<file path="config.mk">
export PLATFORM = sky130hd
export DESIGN_NAME = tc_core
export DESIGN_NICKNAME = d
export VERILOG_FILES = /design/src/rtl/tc_pkg.sv /design/src/rtl/tc_fetch.sv /design/src/rtl/tc_decode.sv /design/src/rtl/tc_regfile.sv /design/src/rtl/tc_execute.sv /design/src/rtl/tc_core.sv
export SDC_FILE = /design/constraint.sdc
export NUM_CORES = 1
export LEC_CHECK = 0
export ABC_AREA = 1
export BUFFER_PORTS_ARGS = -buffer_cell sky130_fd_sc_hd__buf_4
export CORE_ASPECT_RATIO = 1.2
export CORE_MARGIN = 1.5
export CORE_UTILIZATION = 48
export DETAILED_ROUTE_END_ITERATION = 6
export GPL_TIMING_DRIVEN = 0
export PLACE_DENSITY = 0.68
export SLEW_MARGIN = 20
export SYNTH_ARGS = -nofsm -noshare
export SYNTH_HDL_FRONTEND = slang
export SYNTH_SLANG_ARGS = --single-unit
</file>
<file path="constraint.sdc">
create_clock -name clk -period 1.9 [get_ports clk]
set_input_delay 0.19 -clock clk [delete_from_list [all_inputs] [get_ports clk]]
set_output_delay 0.19 -clock clk [all_outputs]
set_load 0.01 [all_outputs]
</file>
<file path="src/rtl/tc_pkg.sv">
`timescale 1ns/1ps
package tc_pkg;
  localparam int INSTR_W  = 8;
  localparam int RIDX_W   = 3;
  localparam int NUM_REGS = 1 << RIDX_W;
  localparam int IMM_W    = 4;

  typedef enum logic [1:0] {
    OP_MOVI = 2'd0,
    OP_XOR  = 2'd1,
    OP_ADD  = 2'd2
  } op_e;

  typedef struct packed {
    op_e               op;
    logic [RIDX_W-1:0] rd;
    logic [RIDX_W-1:0] rs;
    logic [IMM_W-1:0]  imm;
  } dec_t;

  // Field split of one instruction word; bit 7 and bit 6 pick the operation.
  function automatic dec_t split_word(logic [INSTR_W-1:0] w);
    dec_t d;
    if (!w[7])     d.op = OP_MOVI;
    else if (w[6]) d.op = OP_ADD;
    else           d.op = OP_XOR;
    d.rd  = w[2:0];
    d.rs  = w[5:3];
    d.imm = w[6:3];
    return d;
  endfunction
endpackage

</file>
<file path="src/rtl/tc_fetch.sv">
`timescale 1ns/1ps
module tc_fetch import tc_pkg::*; #(
  parameter int PC_W = 4
) (
  input  logic               clk,
  input  logic               rst,
  input  logic               wr_en,
  input  logic [PC_W-1:0]    wr_addr,
  input  logic [INSTR_W-1:0] wr_data,
  output logic [PC_W-1:0]    pc_o,
  output logic [INSTR_W-1:0] word_o
);
  localparam int DEPTH = 1 << PC_W;

  logic [INSTR_W-1:0] store [DEPTH];
  logic [PC_W-1:0]    pc_q;

  always_ff @(posedge clk) begin
    if (wr_en) store[wr_addr] <= wr_data;
  end

  // No control transfer exists, so the counter only steps and wraps.
  always_ff @(posedge clk) begin
    if (rst) pc_q <= '0;
    else     pc_q <= pc_q + 1'b1;
  end

  assign pc_o   = pc_q;
  assign word_o = store[pc_q];
endmodule

</file>
<file path="src/rtl/tc_decode.sv">
`timescale 1ns/1ps
module tc_decode import tc_pkg::*; (
  input  logic [INSTR_W-1:0] word_i,
  output dec_t               dec_o
);
  always_comb dec_o = split_word(word_i);
endmodule

</file>
<file path="src/rtl/tc_regfile.sv">
`timescale 1ns/1ps
module tc_regfile import tc_pkg::*; #(
  parameter int DATA_W = 8
) (
  input  logic                       clk,
  input  logic                       rst,
  input  logic                       we,
  input  logic [RIDX_W-1:0]          waddr,
  input  logic [DATA_W-1:0]          wdata,
  input  logic [RIDX_W-1:0]          raddr_a,
  input  logic [RIDX_W-1:0]          raddr_b,
  output logic [DATA_W-1:0]          rdata_a,
  output logic [DATA_W-1:0]          rdata_b,
  output logic [NUM_REGS*DATA_W-1:0] flat_o
);
  logic [DATA_W-1:0] cells [NUM_REGS];

  for (genvar g = 0; g < NUM_REGS; g++) begin : g_cell
    logic [DATA_W-1:0] q;
    always_ff @(posedge clk) begin
      if (rst)                                  q <= '0;
      else if (we && waddr == RIDX_W'(g))       q <= wdata;
    end
    assign cells[g] = q;
    assign flat_o[g*DATA_W +: DATA_W] = q;
  end

  // Plain reads: a write in the same cycle is not visible until after the edge.
  assign rdata_a = cells[raddr_a];
  assign rdata_b = cells[raddr_b];
endmodule

</file>
<file path="src/rtl/tc_execute.sv">
`timescale 1ns/1ps
module tc_execute import tc_pkg::*; #(
  parameter int DATA_W = 8
) (
  input  logic              clk,
  input  logic              rst,
  input  dec_t              dec_i,
  input  logic [DATA_W-1:0] dst_val_i,
  input  logic [DATA_W-1:0] src_val_i,
  output logic              ex_valid_o,
  output logic              wb_en_o,
  output logic [RIDX_W-1:0] wb_addr_o,
  output logic [DATA_W-1:0] wb_data_o
);
  localparam int EXT_W = DATA_W - IMM_W;

  function automatic logic [DATA_W-1:0] widen_imm(logic [IMM_W-1:0] v);
    return {{EXT_W{v[IMM_W-1]}}, v};
  endfunction

  function automatic logic [DATA_W-1:0] compute(op_e op, logic [DATA_W-1:0] a,
                                                logic [DATA_W-1:0] b,
                                                logic [IMM_W-1:0] imm);
    case (op)
      OP_MOVI: return widen_imm(imm);
      OP_ADD:  return a + b;
      OP_XOR:  return a ^ b;
      default: return '0;
    endcase
  endfunction

  logic              vld_q;
  dec_t              dec_q;
  logic [DATA_W-1:0] a_q;
  logic [DATA_W-1:0] b_q;

  always_ff @(posedge clk) begin
    if (rst) begin
      vld_q <= 1'b0;
      dec_q <= '0;
      a_q   <= '0;
      b_q   <= '0;
    end else begin
      vld_q <= 1'b1;
      dec_q <= dec_i;
      a_q   <= dst_val_i;
      b_q   <= src_val_i;
    end
  end

  assign ex_valid_o = vld_q;
  assign wb_en_o    = vld_q;
  assign wb_addr_o  = dec_q.rd;
  assign wb_data_o  = compute(dec_q.op, a_q, b_q, dec_q.imm);
endmodule

</file>
<file path="src/rtl/tc_core.sv">
`timescale 1ns/1ps
module tc_core import tc_pkg::*; #(
  parameter int DATA_W = 8,
  parameter int PC_W   = 4
) (
  input  logic                       clk,
  input  logic                       rst,
  input  logic                       imem_we,
  input  logic [PC_W-1:0]            imem_addr,
  input  logic [INSTR_W-1:0]         imem_data,
  output logic [NUM_REGS*DATA_W-1:0] dbg_regs
);
  logic [PC_W-1:0]    pc;
  logic [INSTR_W-1:0] fetch_word;
  dec_t               fetch_dec;
  logic [DATA_W-1:0]  rd_val;
  logic [DATA_W-1:0]  rs_val;
  logic               ex_valid;
  logic               wb_en;
  logic [RIDX_W-1:0]  wb_addr;
  logic [DATA_W-1:0]  wb_data;

  tc_fetch #(.PC_W(PC_W)) u_fetch (
    .clk     (clk),
    .rst     (rst),
    .wr_en   (imem_we),
    .wr_addr (imem_addr),
    .wr_data (imem_data),
    .pc_o    (pc),
    .word_o  (fetch_word)
  );

  tc_decode u_decode (
    .word_i (fetch_word),
    .dec_o  (fetch_dec)
  );

  tc_regfile #(.DATA_W(DATA_W)) u_regs (
    .clk     (clk),
    .rst     (rst),
    .we      (wb_en),
    .waddr   (wb_addr),
    .wdata   (wb_data),
    .raddr_a (fetch_dec.rd),
    .raddr_b (fetch_dec.rs),
    .rdata_a (rd_val),
    .rdata_b (rs_val),
    .flat_o  (dbg_regs)
  );

  tc_execute #(.DATA_W(DATA_W)) u_exec (
    .clk        (clk),
    .rst        (rst),
    .dec_i      (fetch_dec),
    .dst_val_i  (rd_val),
    .src_val_i  (rs_val),
    .ex_valid_o (ex_valid),
    .wb_en_o    (wb_en),
    .wb_addr_o  (wb_addr),
    .wb_data_o  (wb_data)
  );
endmodule

</file>
### Yosys cells after proc, flatten, opt, wreduce, memory -nomap -nowiden

Memories as Yosys holds them, arrays and structs flattened. A register that Yosys moved wholly into a read port is not among the register bits.
Cells that the tools add are included.

| word-level totals | value |
|---|---|
| bits of input ports | 15 |
| latch bits | 0 |
| output and inout port bits | 64 |
| bits in read-only memories | 0 |
| memories | 1 |
| bits in writable memories | 128 |
| word-level logic and storage cells | 56 |
| bits in registers | 94 |

| operators by class | value |
|---|---|
| $add $sub $neg | 2 |
| shifts and indexed selects | 0 |
| $mul | 0 |
| order comparisons | 2 |
| reductions and logical operators | 11 |
| muxes and demuxes | 12 |
| divide/modulo/power cells | 0 |
| eq/ne operators | 9 |
| bitwise gates (word level) | 4 |

Memory list:

| name | words | width | read ports | clocked after memory_dff | wr ports | line | RTL |
|---|---|---|---|---|---|---|---|
| u_fetch.store | 16 | 8 | 1 | 1 | 1 | tc_fetch.sv:15 | `logic [INSTR_W-1:0] store [DEPTH];` |

Operators by type and width:

| operator | count |
|---|---|
| binary-select mux 8 bit (select 3 bit) | 2 |
| 2-to-1 mux 8 bit | 4 |
| one-hot mux 8 bit (3 select lines) | 1 |
| == test 3 bit (second input constant) | 4 |
| adder 8 bit | 1 |
| greater-or-equal comparator 4 bit (second input constant) | 2 |
| logical AND 1 bit | 8 |
| NOT 3 -> 4 bit | 2 |
| bitwise XOR 8 bit | 1 |
| == test 3 x 2 -> 1 bit (second input constant) | 2 |
| adder 4 x 1 -> 4 bit (second input constant) | 1 |
| 2-to-1 mux 4 bit | 1 |
| == test 3 x 1 -> 1 bit (second input constant) | 1 |
| zero test 3 bit | 1 |
| 2-to-1 mux 1 bit | 3 |
| == test 2 x 1 -> 1 bit (second input constant) | 1 |
| == test 2 bit (second input constant) | 1 |
| zero test 2 bit | 1 |
| 2-to-1 mux 2 bit | 1 |
| OR reduction 2 bit | 1 |
| NOT 1 bit | 1 |

### Longest topological paths before layout

| logic depth | value |
|---|---|
| word-level depth | 4 |
| mapped depth | 14 |

### Modules after synthesis

A second synthesis with hierarchy kept.

| second synthesis, totals | value |
|---|---|
| cell total of the unflattened synthesis | 1397 |
| area total of the unflattened synthesis | 10830.4 µm² |

Modules (own cells, without submodules):

| module | times used | seq. area each (µm²) | cells each | area an instance (µm²) |
|---|---|---|---|---|
| tc_fetch | 1 | 3923.8 | 556 | 5704.2 |
| tc_regfile | 1 | 1281.2 | 654 | 3809.9 |
| tc_execute | 1 | 520.5 | 173 | 1223.7 |
| tc_decode | 1 | 0.0 | 14 | 92.6 |

### Least setup slack after synthesis

No wires, ideal clock.

| path | value |
|---|---|
| path kind | register to register |
| start point | register u_exec.b_q[0] |
| end point | register u_regs.g_cell[0].q[4] |
| buffers on the path | 0 |
| path slack | 64 ps |
| arrival time | 1720 ps |
| setup time | 116 ps |
| required time | 1784 ps |
| stages on the path, launching flop included | 11 |
| path through | dfxtp_1 -> ha_1 -> inv_1 -> fa_1 -> inv_1 -> a31oi_1 -> or2_2 -> nand3_1 -> nand3_1 -> o21ai_0 -> inv_1 |

| on the way | value |
|---|---|
| word-level cells in the longest chain between the ends | 2 |

RTL lines:

| what | line | RTL |
|---|---|---|
| start: declaration | tc_execute.sv:35 | `logic [DATA_W-1:0] b_q;` |
| start signal: assignment | tc_execute.sv:47 | `b_q <= src_val_i;` |
| adder 8 bit | tc_execute.sv:26 | `OP_ADD: return a + b;` |
| one-hot mux 8 bit (3 select lines) | tc_execute.sv:24 | `case (op)` |
| end signal: assignment | tc_regfile.sv:22 | `else if (we && waddr == RIDX_W'(g)) q <= wdata;` |
| end: declaration | tc_regfile.sv:19 | `logic [DATA_W-1:0] q;` |

Every way passes these cells.
A chain may end at the register's enable or synchronous reset.

==> results.cfg <==
[die]
die_w_um = 139
die_h_um = 166
initial_utilization = 0.490
core-area_mm2 = 0.0217
rows = 59
pin_count = 79
dieArea_mm2 = 0.0231

[final_layout]
num-nets-final = 1429
drive_above_1_share = 0.207
areaGrowthSynthToFinish_pct = 26.2
fin_area_mm2 = 0.0134
n_antenna_cell = 0

[min_path]
hold_end = u_fetch.store[9][3]
holdCritStartpoint = imem_addr[0]
min_path_cells = 3
min_path_type = input port to flop

[sta]
finalCritPeriodShare = 1.02
period_needed_ns = 1.94
slew_violations = 0
worstMarginPinSlew_ns = 1.03
worst_slew_margin_rel = 0.308
timing.final.hold_violations = 0
max_freq_mhz = 516
setup_slack_ns = -0.0364
setup_viol = 14
skew_ns = 0.0180
rsz0062_at_grt = yes

[clocking]
cts_root_buffer = clkbuf_16
numCtsBuffers = 24
htree_levels = 1
path_clk_slew_ns = 0.06
clockBufferDepth = 3
clock_latency_ns = 0.52
clock-sinks = 222
cts_tree = yes

[pwr]
peakVddDrop_v = 0.000739
power.total_mw = 12.8
p_leak_nw = 6.09
power.density_mw_per_mm2 = 955

[global_route]
grt_overflow = 0
met1_usage = 0.312
grt_max_degree = 17
grt_pass1_wl_um = 47400
grt_usage = 0.265
grt.met2_usage = 0.465
grt_use_met3 = 0.0372
antenna_found_initial = 0
grt-busiest-layer = met2
first_global_vias = 8674

[critical_path]
worst-endpoint-required_ns = 2.35
start_kind = flop
ff2ff_path_depth = 11
path_class = flop to flop
r2r_slack_ns = -0.04
r2r-start = u_fetch.pc_o[0]
endpoint_kind = flop
worstPathMaxFanout = 8
timing.rr.end = u_exec.a_q[1]
arrival_ns = 2.39

[placed_design]
placed_cell_area_mm2 = 0.0116
io_buffers = 77
gp_congestion = 0.945
dp_slack_ns = -0.422
hpwl_um = 22100

[logic_synthesis]
ys_seq_area_frac = 0.539
ys_types = 38
synth_cells = 1264
synth_compound_area_frac = 0.100
synthAdderAreaFrac = 0.0113
synth-xor-area-share = 0.00494
synth_simple_gate_area_frac = 0.239
synth_nets = 1288
synth_mux_area_frac = 0
syn_area_mm2 = 0.0106
ys_warn_count = 0
avgSynthCellArea_um2 = 8.41
async_flop_share = 0
synth_edf_count = 128
ys_ff_latch = 222
synth_top_family_by_area = simple AND/OR/NAND/NOR gates
synth_area_leaders = edfxtp_1 36%, dfxtp_1 18%, nand2_1 9.2%
synth_top_area_cell = edfxtp_1
synth_top_cell_area_share = 0.362
synth-main-ff-cell = edfxtp_1

[detailed_routing]
via_per_inst = 5.47
routed-via-count = 9276
drc = 0
wl_per_cell_um = 19.1
ant_nets = 0
routed_wirelength_um = 32300
drt-pass1-iter-count = 6
drt-initial-drc-count = 955

[outcome]
failed_checks = negative setup slack
status = finished with violations

[run]
cap_viol_max_count = 0
==> flip-flops by register name, summed over array words and instances (netlist names) <==
signal             flops
u_fetch.store        128
u_regs.g_cell.q       64
u_exec.a_q             8
u_exec.b_q             8
u_exec.dec_q           6
u_fetch.pc_o           4
u_exec.wb_addr_o       3
u_exec.ex_valid_o      1
==> kinds of logic (layout without fill, tap and decap cells) <==
family	after synthesis	count (layout)
xor+xnor	6	6
simple gates	572	573
fa+ha+maj	9	9
buf+inv	258	415
flops	222	222
compound gates	197	197
==> cells in the final DEF, fill, tap and decap left out, types with 23 or more instances in the layout <==
cell type / n
edfxtp_1: 128
a21oi_1: 71
nand3_1: 162
inv_1: 189
o21ai_1: 23
buf_4: 101
nor2_1: 78
o21ai_0: 60
dfxtp_1: 89
clkbuf_16: 34
nand2_1: 253
==> synthesized netlist by cell type, drive strengths merged, types with 2 or more instances <==
cell type and count:
xnor2 5, nand3 193, nand3b 2, o22ai 16, nand4 10, buf 51, dfxtp 94, o21ai 100
clkbuf 14, nand2 267, o211ai 3, ha 8, inv 193, a21oi 73, edfxtp 128, or2 7
nor2 92
==> critical path, stage by stage (launching register included) <==
cell     delay [ns]
dfxtp_4        0.43
inv_4          0.07
buf_8          0.14
buf_12         0.14
buf_12         0.13
o21ai_2        0.11
o22ai_2        0.09
nand2_1        0.09
nand3_2        0.12
a21oi_4        0.33
nand2_1        0.11
nand2_1        0.09
==> worst max-delay path by stage <==
| stage | from | cells past startpoint | slack [ns] | endpoint |
|---|---|---|---|---|
| 6_report | u_fetch.pc_o[0] | 11 | -0.04 | u_exec.a_q[1] |
| 5_1_grt | u_fetch.pc_o[0] | 14 | -0.10 | u_exec.a_q[3] |
| 4_1_cts | u_exec.b_q[0] | 10 | -0.01 | u_regs.g_cell[4].q[4] |
| 3_5_place_dp | u_exec.b_q[0] | 10 | -0.42 | u_regs.g_cell[3].q[4] |
| 3_3_place_gp | u_exec.b_q[0] | 10 | -0.41 | u_regs.g_cell[4].q[4] |
| 2_1_floorplan | u_exec.b_q[0] | 10 | 0.06 | u_regs.g_cell[0].q[4] |
==> metrics by stage <==
step / hold WS (ns) / std cells / setup TNS [ns] / utilization
2_1_floorplan: 0.289 / 1264 / 0 / -
3_3_place_gp: 0.492 / 1615 / -14.53 / 0.532
3_5_place_dp: 0.495 / 1615 / -15.33 / 0.532
4_1_cts: 0.340 / 1668 / -0.0149 / 0.578
5_1_grt: 0.393 / 1696 / -2.01 / 0.618
6_report: 0.351 / 1696 / -0.202 / 0.618
==> routing by layer <==
metal	vias up	wire length [µm]	part of all wire
li1	4444	-	-
met1	4310	12100	0.37
met2	422	16500	0.51
met3	100	1950	0.060
met4	0	1820	0.056
met5	-	0	0
==> what timing repair did <==
item,CTS,global route
pin swaps,5,29
endpoints found under the setup margin,71,65
gates cloned,0,10
setup buffers,2,21
hold buffers,8,0
gates resized for setup,52,143
endpoints found under the hold margin,128,0
==> power breakdown <==
part | leakage [nW] | internal, mW | switching, mW
clock | 0.350 | 2.51 | 1.83
sequential | 1.93 | 5.31 | 0.134
combinational | 3.82 | 1.17 | 1.85
==> cell type report <==
cell class | count | area (µm²)
Tap cell | 274 | 343
Timing Repair Buffer | 117 | 1080
Clock inverter | 16 | 104
Buffer | 62 | 572
Fill cell | 1846 | 8290
Sequential cell | 222 | 5740
Inverter | 193 | 729
Multi-Input combinational cell | 785 | 4220
Clock buffer | 27 | 633
Note: power is estimated with default switching activity, not from simulation.
